--- config.mk ---
export PLATFORM = sky130hd
export DESIGN_NAME = seg_seek
export DESIGN_NICKNAME = d
export VERILOG_FILES = /design/src/rtl/seg_seek_pkg.sv /design/src/rtl/seg_settle_timer.sv /design/src/rtl/seg_encoder.sv /design/src/rtl/seg_compare.sv /design/src/rtl/seg_search_fsm.sv /design/src/rtl/seg_seek.sv
export SDC_FILE = /design/constraint.sdc
export NUM_CORES = 1
export LEC_CHECK = 0
export BUFFER_PORTS_ARGS = -buffer_cell sky130_fd_sc_hd__buf_2
export CAP_MARGIN = 20
export CORE_ASPECT_RATIO = 1.1
export CORE_MARGIN = 1
export CORE_UTILIZATION = 47
export CTS_CLUSTER_DIAMETER = 120
export DETAILED_ROUTE_END_ITERATION = 12
export PLACE_DENSITY_LB_ADDON = 0.12
export SKIP_CTS_REPAIR_TIMING = 1
export SLEW_MARGIN = 20
export SYNTH_ARGS = -nofsm -noshare
export SYNTH_HDL_FRONTEND = slang
export SYNTH_SLANG_ARGS = --single-unit
--- constraint.sdc ---
create_clock -name clk -period 9.1 [get_ports clk]
set_input_delay 1.82 -clock clk [delete_from_list [all_inputs] [get_ports clk]]
set_output_delay 1.82 -clock clk [all_outputs]
set_load 0.05 [all_outputs]
--- src/rtl/seg_seek_pkg.sv ---
// Package: shared constants, types and font helpers for the segment search
// decoder. Assumes segment bit order a..g at bits 6..0.
package seg_seek_pkg;

    localparam int SEG_W   = 7;
    localparam int DIGITS  = 10;
    localparam int DIGIT_W = 4;

    typedef logic [SEG_W-1:0]   seg_vec_t;
    typedef logic [DIGIT_W-1:0] digit_t;

    typedef enum logic [1:0] {
        ST_SEEK    = 2'd0,
        ST_CONFIRM = 2'd1,
        ST_LOCKED  = 2'd2
    } seek_state_e;

    // Lit-segment pattern of a decimal digit; 6 and 9 carry tails.
    function automatic seg_vec_t glyph_of(input digit_t d);
        case (d)
            4'd0:    glyph_of = 7'b1111110;
            4'd1:    glyph_of = 7'b0110000;
            4'd2:    glyph_of = 7'b1101101;
            4'd3:    glyph_of = 7'b1111001;
            4'd4:    glyph_of = 7'b0110011;
            4'd5:    glyph_of = 7'b1011011;
            4'd6:    glyph_of = 7'b1011111;
            4'd7:    glyph_of = 7'b1110000;
            4'd8:    glyph_of = 7'b1111111;
            4'd9:    glyph_of = 7'b1111011;
            default: glyph_of = 7'b0000000;
        endcase
    endfunction

    // Successor of a candidate, wrapping at the last digit.
    function automatic digit_t next_digit(input digit_t d);
        next_digit = (d == digit_t'(DIGITS - 1)) ? '0 : d + digit_t'(1);
    endfunction

endpackage

--- src/rtl/seg_settle_timer.sv ---
// Settle timer: detects each backplane level change and opens a compare
// window SETTLE_CYC clocks later. The window stays open until the next
// change. Assumes SETTLE_CYC >= 1 and bp_in already in the clock domain.
module seg_settle_timer #(
    parameter int SETTLE_CYC = 16
) (
    input  logic clk,
    input  logic rst_n,
    input  logic bp_in,
    output logic bp_phase,
    output logic win_open,
    output logic win_strobe
);
    localparam int TW = $clog2(SETTLE_CYC + 1);

    logic [TW-1:0] cnt_q;
    logic          open_q;
    logic          bp_edge;

    assign bp_edge    = (bp_in != bp_phase);
    assign win_open   = (cnt_q == '0) && !bp_edge;
    assign win_strobe = win_open && !open_q;

    // Track backplane level and restart the settle count on every change.
    always_ff @(posedge clk) begin
        if (!rst_n) begin
            bp_phase <= 1'b0;
            cnt_q    <= TW'(SETTLE_CYC);
            open_q   <= 1'b0;
        end else begin
            bp_phase <= bp_in;
            open_q   <= win_open;
            if (bp_edge)
                cnt_q <= TW'(SETTLE_CYC);
            else if (cnt_q != '0)
                cnt_q <= cnt_q - TW'(1);
        end
    end

    // the cycle after a backplane change is never inside a window.
    a_r5_closed_after_edge: assert property (@(posedge clk) disable iff (!rst_n)
        bp_edge |=> !win_open);

endmodule

--- src/rtl/seg_encoder.sv ---
// Encoder: turns the candidate digit into the segment levels a panel driver
// would produce at the given backplane phase, plus a care mask. The mask
// drops the tail of 6 and 9 when TAIL_DC is set. Purely combinational.
module seg_encoder
    import seg_seek_pkg::*;
#(
    parameter bit TAIL_DC = 1'b1
) (
    input  digit_t   digit,
    input  logic     phase,
    output seg_vec_t drive,
    output seg_vec_t care
);
    // Lit segments sit at the level opposite the backplane.
    always_comb drive = glyph_of(digit) ^ {SEG_W{phase}};

    generate
        if (TAIL_DC) begin : g_tail_dc
            // Top segment ignored for 6, bottom segment ignored for 9.
            always_comb begin
                if (digit == digit_t'(6))      care = 7'b0111111;
                else if (digit == digit_t'(9)) care = 7'b1110111;
                else                           care = '1;
            end
        end else begin : g_tail_strict
            // Every segment is compared for every digit.
            always_comb care = '1;
        end
    endgenerate

endmodule

--- src/rtl/seg_compare.sv ---
// Comparator: per-segment equality between the re-encoded levels and the
// observed lines, masked by care, reduced to one match bit.
module seg_compare
    import seg_seek_pkg::*;
(
    input  seg_vec_t drive,
    input  seg_vec_t care,
    input  seg_vec_t seg_obs,
    output logic     match
);
    seg_vec_t bit_ok;

    genvar i;
    generate
        for (i = 0; i < SEG_W; i++) begin : g_bit
            // One segment agrees, or it is a don't-care.
            assign bit_ok[i] = !care[i] || (drive[i] == seg_obs[i]);
        end
    endgenerate

    assign match = &bit_ok;

endmodule

--- src/rtl/seg_search_fsm.sv ---
// Search controller: steps the candidate while windows show a mismatch,
// holds it on a match, confirms it in the following window and flags a
// full pass with no match. Acts only while the compare window is open.
module seg_search_fsm
    import seg_seek_pkg::*;
(
    input  logic   clk,
    input  logic   rst_n,
    input  logic   win_open,
    input  logic   win_strobe,
    input  logic   match,
    output digit_t digit,
    output logic   locked,
    output logic   nomatch
);
    localparam int MW = $clog2(DIGITS + 1);

    seek_state_e   state_q;
    digit_t        digit_q;
    logic [MW-1:0] miss_q;
    logic          nomatch_q;

    // Search, confirm and lock sequencing.
    always_ff @(posedge clk) begin
        if (!rst_n) begin
            state_q   <= ST_SEEK;
            digit_q   <= '0;
            miss_q    <= '0;
            nomatch_q <= 1'b0;
        end else begin
            case (state_q)
                ST_SEEK: begin
                    if (win_open) begin
                        if (match) begin
                            state_q   <= ST_CONFIRM;
                            miss_q    <= '0;
                            nomatch_q <= 1'b0;
                        end else begin
                            digit_q <= next_digit(digit_q);
                            if (miss_q != MW'(DIGITS))
                                miss_q <= miss_q + MW'(1);
                            if (miss_q >= MW'(DIGITS - 1))
                                nomatch_q <= 1'b1;
                        end
                    end
                end
                ST_CONFIRM: begin
                    if (win_strobe) begin
                        if (match) begin
                            state_q <= ST_LOCKED;
                        end else begin
                            state_q <= ST_SEEK;
                            digit_q <= next_digit(digit_q);
                            miss_q  <= MW'(1);
                        end
                    end
                end
                ST_LOCKED: begin
                    if (win_open && !match) begin
                        state_q <= ST_SEEK;
                        digit_q <= next_digit(digit_q);
                        miss_q  <= MW'(1);
                    end
                end
                default: state_q <= ST_SEEK;
            endcase
        end
    end

    assign digit   = digit_q;
    assign locked  = (state_q == ST_LOCKED);
    assign nomatch = nomatch_q;

    // the candidate is always a decimal digit.
    a_r3_digit_range: assert property (@(posedge clk) disable iff (!rst_n)
        digit_q <= digit_t'(DIGITS - 1));

    // with no window open the candidate is frozen.
    a_r4_hold_outside_window: assert property (@(posedge clk) disable iff (!rst_n)
        !win_open |=> $stable(digit_q));

    // a failed search compare steps the candidate by one, wrapping.
    a_r4_step_wraps: assert property (@(posedge clk) disable iff (!rst_n)
        (win_open && state_q == ST_SEEK && !match) |=>
        digit_q == (($past(digit_q) == digit_t'(DIGITS - 1)) ? digit_t'(0)
                                                             : $past(digit_q) + digit_t'(1)));

    // lock can only begin at the start of a window.
    a_r6_lock_on_strobe: assert property (@(posedge clk) disable iff (!rst_n)
        (state_q != ST_LOCKED && !win_strobe) |=> state_q != ST_LOCKED);

    // the no-match flag never coexists with a lock.
    a_r8_nomatch_excl: assert property (@(posedge clk) disable iff (!rst_n)
        nomatch_q |-> state_q == ST_SEEK);

endmodule

--- src/rtl/seg_seek.sv ---
// Top: segment search decoder for one LCD digit. Wires the settle timer,
// encoder, comparator and search controller. Assumes bp_in and seg_in are
// already level-shifted and in the clock domain.
module seg_seek
    import seg_seek_pkg::*;
#(
    parameter int SETTLE_CYC = 16,
    parameter bit TAIL_DC    = 1'b1
) (
    input  logic       clk,
    input  logic       rst_n,
    input  logic       bp_in,
    input  logic [6:0] seg_in,
    output logic [3:0] digit_out,
    output logic       valid_out,
    output logic       nomatch_out
);
    logic     bp_phase;
    logic     win_open;
    logic     win_strobe;
    logic     match;
    seg_vec_t drive;
    seg_vec_t care;
    digit_t   digit;

    seg_settle_timer #(.SETTLE_CYC(SETTLE_CYC)) u_timer (
        .clk        (clk),
        .rst_n      (rst_n),
        .bp_in      (bp_in),
        .bp_phase   (bp_phase),
        .win_open   (win_open),
        .win_strobe (win_strobe)
    );

    seg_encoder #(.TAIL_DC(TAIL_DC)) u_enc (
        .digit (digit),
        .phase (bp_phase),
        .drive (drive),
        .care  (care)
    );

    seg_compare u_cmp (
        .drive   (drive),
        .care    (care),
        .seg_obs (seg_in),
        .match   (match)
    );

    seg_search_fsm u_fsm (
        .clk        (clk),
        .rst_n      (rst_n),
        .win_open   (win_open),
        .win_strobe (win_strobe),
        .match      (match),
        .digit      (digit),
        .locked     (valid_out),
        .nomatch    (nomatch_out)
    );

    assign digit_out = digit;

    // while locked and outside a window, the reported digit holds.
    a_r10_locked_holds: assert property (@(posedge clk) disable iff (!rst_n)
        (valid_out && !win_open) |=> $stable(digit_out));

endmodule

Word-level counts from Yosys, hierarchy flattened:

Memories as Yosys holds them, arrays and structs flattened. A register that Yosys moved wholly into a read port is not among the register bits.
Cells that the tools add are included.

* bits in latches: 0
* register bits after elaboration: 18
* output and inout bits: 6
* memories: 1
* word-level logic and storage cells: 89
* ROM bits: 112
* bits in writable memories: 0

Memory list
* (no name shown): words 16, width 7, rd ports 1, clocked after Yosys merged registers in 1, wr ports 0, line seg_seek_pkg.sv:20 `case (d)`

* bitwise gates (word level): 2
* $mul: 0
* reductions and logical operators: 31
* order comparisons: 1
* div/mod/pow operators: 0
* shift operators: 0
* add/sub/neg operators: 3
* eq/ne operators: 19
* multiplexer cells: 25

Operators by type and width (number)
* 2-to-1 mux 4 bit: 14
* one-hot mux 4 bit (3 select lines): 2
* logical NOT 1 bit: 10
* 2-to-1 mux 2 bit: 5
* adder 4 x 1 -> 4 bit (second input constant): 2
* inequality test 2 x 1 -> 1 bit (second input constant): 4
* AND reduction 4 bit: 2
* equality test 1 bit: 7
* logical OR 1 bit: 7
* 2-to-1 mux 7 bit: 1
* AND reduction 7 bit: 1
* bitwise XOR 7 bit: 1
* one-hot mux 2 bit (3 select lines): 1
* AND reduction 6 bit: 1
* logical NOT 5 bit: 1
* nonzero test 5 bit: 1
* subtractor 5 x 1 -> 5 bit (second input constant): 1
* equality test 4 x 3 -> 1 bit (second input constant): 1
* equality test 4 bit (second input constant): 1
* greater-or-equal comparator 4 bit (second input constant): 1
* inequality test 4 bit (second input constant): 1
* logical AND 1 bit: 3
* inequality test 3 x 1 -> 1 bit (second input constant): 1
* AND reduction 3 bit: 1
* other kinds (10): 11

Longest topological paths before layout:

* word-level depth: 12
* mapped depth: 15

Modules after synthesis:

From an unflattened synthesis, not the netlist that was laid out.

* cells, all modules: 176
* area, all modules: 1517.7 µm²

Modules (own cells, without submodules)
* seg_search_fsm: area each 725.7 µm², seq. area each 220.2 µm², instances 1, cells each 84
* seg_encoder: area each 379.1 µm², seq. area each 0.0 µm², instances 1, cells each 49
* seg_settle_timer: area each 320.3 µm², seq. area each 140.1 µm², instances 1, cells each 32
* seg_compare: area each 92.6 µm², seq. area each 0.0 µm², instances 1, cells each 11

Worst setup path after synthesis:

Ideal clock, no wire load.

* path kind: input to register
* from: input port bp_in
* to: register (tool-made name)
* stages on the path: 12
* library setup time: 0.135 ns
* slack: 5.011 ns
* required time: 8.965 ns
* data arrival time: 3.954 ns
* path buffers: 1
* path through: xor2_1 > nor2_2 > o211a_1 > and2_2 > and2_1 > buf_4 > mux2i_1 > nand2b_1 > ha_1 > nor2b_1 > a22oi_1 > o311ai_2

RTL lines
* start, declared: line seg_seek.sv:12 `input logic bp_in,`

==> run_summary.xml <==
<?xml version="1.0" encoding="UTF-8"?>
<metrics>
  <group name="clock_network">
    <metric name="cts_buffer_depth" unit="">2</metric>
    <metric name="numClockSinks" unit="">25</metric>
    <metric name="clock_tree.htree_level_count" unit="">1</metric>
    <metric name="path_clk_slew" unit="ns">0.14</metric>
    <metric name="cts_buffers" unit="">3</metric>
    <metric name="buffer_type_at_the_clock_tree_root" unit="">clkbuf_4</metric>
    <metric name="clk-insertion-delay-late" unit="ns">0.32</metric>
    <metric name="tritoncts" unit="">built</metric>
  </group>
  <group name="sta">
    <metric name="final.setup.tns" unit="ns">0</metric>
    <metric name="drv_slew" unit="">0</metric>
    <metric name="slew_headroom" unit="%">62.3</metric>
    <metric name="period_needed" unit="ns">4.16</metric>
    <metric name="rsz0062_at_grt" unit="">no</metric>
    <metric name="max_freq" unit="MHz">240</metric>
    <metric name="transition_at_the_pin_with_the_smallest_max_transition_slack" unit="ns">0.558</metric>
    <metric name="timing.clock.skew" unit="ns">0.00666</metric>
    <metric name="report.final.hold_viol_count" unit="">0</metric>
    <metric name="post_route_clock_period_utilization" unit="%">45.7</metric>
    <metric name="fin_ws" unit="ns">4.94</metric>
    <metric name="report.final.setup_viol" unit="">0</metric>
  </group>
  <group name="routing">
    <metric name="remaining_drc_errors" unit="">0</metric>
    <metric name="postRouteWirelength" unit="um">3650</metric>
    <metric name="detail_route.first_pass.iterations" unit="">5</metric>
    <metric name="via_per_inst" unit="">5.60</metric>
    <metric name="detail_route.iter0.violations" unit="">93</metric>
    <metric name="final_antenna_net_count" unit="">0</metric>
    <metric name="wl_per_cell" unit="um">13.9</metric>
    <metric name="detailroute.via_count" unit="">1474</metric>
  </group>
  <group name="synth">
    <metric name="synth_xor_xnor_area_share" unit="%">6.85</metric>
    <metric name="synth_warnings" unit="">0</metric>
    <metric name="simple_gate_area_share_of_the_yosys_netlist" unit="%">24.2</metric>
    <metric name="synth.area.mux_share" unit="%">1.73</metric>
    <metric name="yosys_register_bits" unit="">25</metric>
    <metric name="post_synth_num_cell_types" unit="">53</metric>
    <metric name="yosys.area_share.adder" unit="%">11.5</metric>
    <metric name="synth-compound-area-share" unit="%">21.4</metric>
    <metric name="post_synth.cell_area_avg" unit="um2">8.46</metric>
    <metric name="synth_flop_cell" unit="">dfxtp_1</metric>
    <metric name="yosysSeqAreaShare" unit="%">28.9</metric>
    <metric name="postSynthCellCount" unit="">205</metric>
    <metric name="netlist_area" unit="um2">1730</metric>
    <metric name="synth_top_family_by_area" unit="">simple AND/OR/NAND/NOR gates</metric>
    <metric name="synth_enable_flop_cells" unit="">0</metric>
    <metric name="ys_async_sr_fraction" unit="%">0</metric>
    <metric name="synthesis.nets" unit="">231</metric>
  </group>
  <group name="global_route">
    <metric name="grt_first_pass_wirelength" unit="um">6130</metric>
    <metric name="grt.total_usage" unit="%">20.3</metric>
    <metric name="antenna_found_initial" unit="">0</metric>
    <metric name="grt_max_degree" unit="">17</metric>
    <metric name="grt_overflow_total" unit="">0</metric>
    <metric name="grt_pass1_vias" unit="">1375</metric>
  </group>
  <group name="cells_and_area">
    <metric name="n_fill_cell" unit="">333</metric>
    <metric name="area_added_between_synthesis_and_finish" unit="%">7.14</metric>
    <metric name="num-nets-final" unit="">242</metric>
    <metric name="sequential_cell_area_in_the_final_layout" unit="um2">500</metric>
    <metric name="diodes_inserted" unit="">0</metric>
    <metric name="multi_input_comb_area" unit="um2">1140</metric>
    <metric name="post_route_cells_drive_above_1_share" unit="%">14.4</metric>
  </group>
  <group name="power">
    <metric name="standby_leakage_power" unit="nW">0.734</metric>
    <metric name="vdd.ir_drop.worst" unit="V">0.0000463</metric>
    <metric name="cellPowerDensity" unit="nW/um2">115</metric>
  </group>
  <group name="floorplanning">
    <metric name="core.rowCount" unit="">22</metric>
    <metric name="die_width" unit="um">59.9</metric>
    <metric name="initial_core_util" unit="%">50.4</metric>
    <metric name="die_h" unit="um">65.7</metric>
    <metric name="floorplan.die_area" unit="um2">3940</metric>
    <metric name="number_of_i_o_pins" unit="">16</metric>
    <metric name="core-area" unit="um2">3440</metric>
  </group>
  <group name="hold_path">
    <metric name="worst_hold_path_type" unit="">reg -&gt; reg</metric>
  </group>
  <group name="placement">
    <metric name="placement.setup.worst_slack" unit="ns">4.62</metric>
    <metric name="placer_congestion_estimate" unit="">0.901</metric>
    <metric name="hpwl" unit="um">2760</metric>
    <metric name="io_buffers" unit="">15</metric>
  </group>
  <group name="critical_path">
    <metric name="end_kind" unit="">flop</metric>
    <metric name="criticalPathCategory" unit="">in -&gt; reg</metric>
    <metric name="crit_fanout" unit="">15</metric>
    <metric name="worst_ep_arrival_time" unit="ns">4.42</metric>
    <metric name="start_kind" unit="">primary input</metric>
    <metric name="worst-endpoint-required" unit="ns">9.36</metric>
  </group>
  <group name="run">
    <metric name="cap_violations" unit="">0</metric>
  </group>
  <group name="run_status">
    <metric name="outcome" unit="">completed</metric>
  </group>
</metrics>
## cells in the final DEF, fill, tap and decap left out, types with 2 or more instances in the layout
| cell type | instances |
|---|---|
| nand2b_1 | 3 |
| and3_1 | 2 |
| inv_1 | 12 |
| xnor2_1 | 8 |
| xor2_1 | 3 |
| mux2i_1 | 3 |
| nor4_1 | 2 |
| a211oi_1 | 2 |
| buf_2 | 15 |
| a31oi_1 | 4 |
| dfxtp_1 | 25 |
| nor2b_1 | 3 |
| and2_1 | 5 |
| o211ai_1 | 3 |
| nand3_1 | 3 |
| a21oi_1 | 8 |
| nor2_1 | 22 |
| ha_1 | 16 |
| o311ai_2 | 2 |
| a221o_1 | 2 |
| o21ai_1 | 3 |
| nor3_1 | 9 |
| clkbuf_4 | 3 |
| or4b_1 | 2 |
| nand4_1 | 3 |
| nand4b_1 | 3 |
| nand2_1 | 11 |
| o211a_1 | 2 |
| o21ai_0 | 10 |
| a22oi_1 | 2 |
## cell families after synthesis
| kind of cell | Yosys count |
|---|---|
| adder cells (fa/ha/maj) | 16 |
| multiplexers | 3 |
| AND/OR/NAND/NOR | 77 |
| AO/OA/AOI/OAI | 49 |
| flip-flops | 25 |
| XOR/XNOR | 12 |
| buffers and inverters | 23 |
## critical path: stages
cell	delay (ns)
buf_2	0.10
xnor2_1	0.19
nor4_1	0.08
and3_1	0.22
o21ai_1	0.14
buf_4	0.22
and2_1	0.35
mux2i_1	0.30
nor2_1	0.11
ha_1	0.26
o21bai_1	0.16
a211oi_1	0.27
a311o_1	0.19
## through the flow
stage	area (um2)	total power [mW]	utilization, %	hold slack [ns]	cells
after floorplan	1730	0.157	-	0.477	205
after global placement	1830	0.166	53.2	0.498	259
after detailed placement	1830	0.167	53.2	0.503	259
after CTS	1860	0.216	54.0	0.521	263
after global routing	1860	0.226	54.0	0.556	263
final	1860	0.215	54.0	0.520	263
## path summary, 6_finish.rpt
path                                       start          endpoint  slack [ns]  cells past startpoint
worst max register to register  u_timer.cnt_q[0]              flop        5.47                     13
worst max-delay path                   seg_in[1]              flop        4.94                     13
worst min-delay path            u_timer.cnt_q[1]  u_timer.cnt_q[1]        0.52                      2
worst min register to register  u_timer.cnt_q[1]  u_timer.cnt_q[1]        0.52                      2
## power by group
part	switching [mW]	leakage (nW)	internal [mW]	total [mW]
logic	0.0248	0.516	0.0191	0.0439
registers	0.00568	0.203	0.115	0.121
clock network	0.0328	0.0150	0.0171	0.0499
total	0.0632	0.734	0.151	0.215
## routing by layer
metal  up-vias  GRT usage, %  part of all wire (%)
met4         0          8.43                   2.4
met3        12          3.15                   5.0
li1        753             -                     -
met1       651          27.2                    47
met2        58          31.8                    46
met5         -             0                     0
## synthesized netlist by cell type (4+ instances only)
| cell type | number | share of area (%) |
|---|---|---|
| nor2_1 | 22 | 4.8 |
| nor3_1 | 9 | 2.6 |
| o21ai_0 | 10 | 2.9 |
| a21oi_1 | 8 | 2.3 |
| xnor2_1 | 8 | 4.0 |
| and2_1 | 5 | 1.8 |
| dfxtp_1 | 25 | 29 |
| inv_1 | 12 | 2.6 |
| clkbuf_1 | 6 | 1.3 |
| ha_1 | 16 | 12 |
| nand2_1 | 11 | 2.4 |
| a31oi_1 | 4 | 1.4 |
## layout make-up
class	instances	area share [%]
inverters	13	2.63
clock buffers	4	1.41
multi-input cells	157	61.3
flip-flops and latches	25	26.9
repair buffers	16	4.44
well taps	48	3.23
Power figures use the tool's default switching activity.
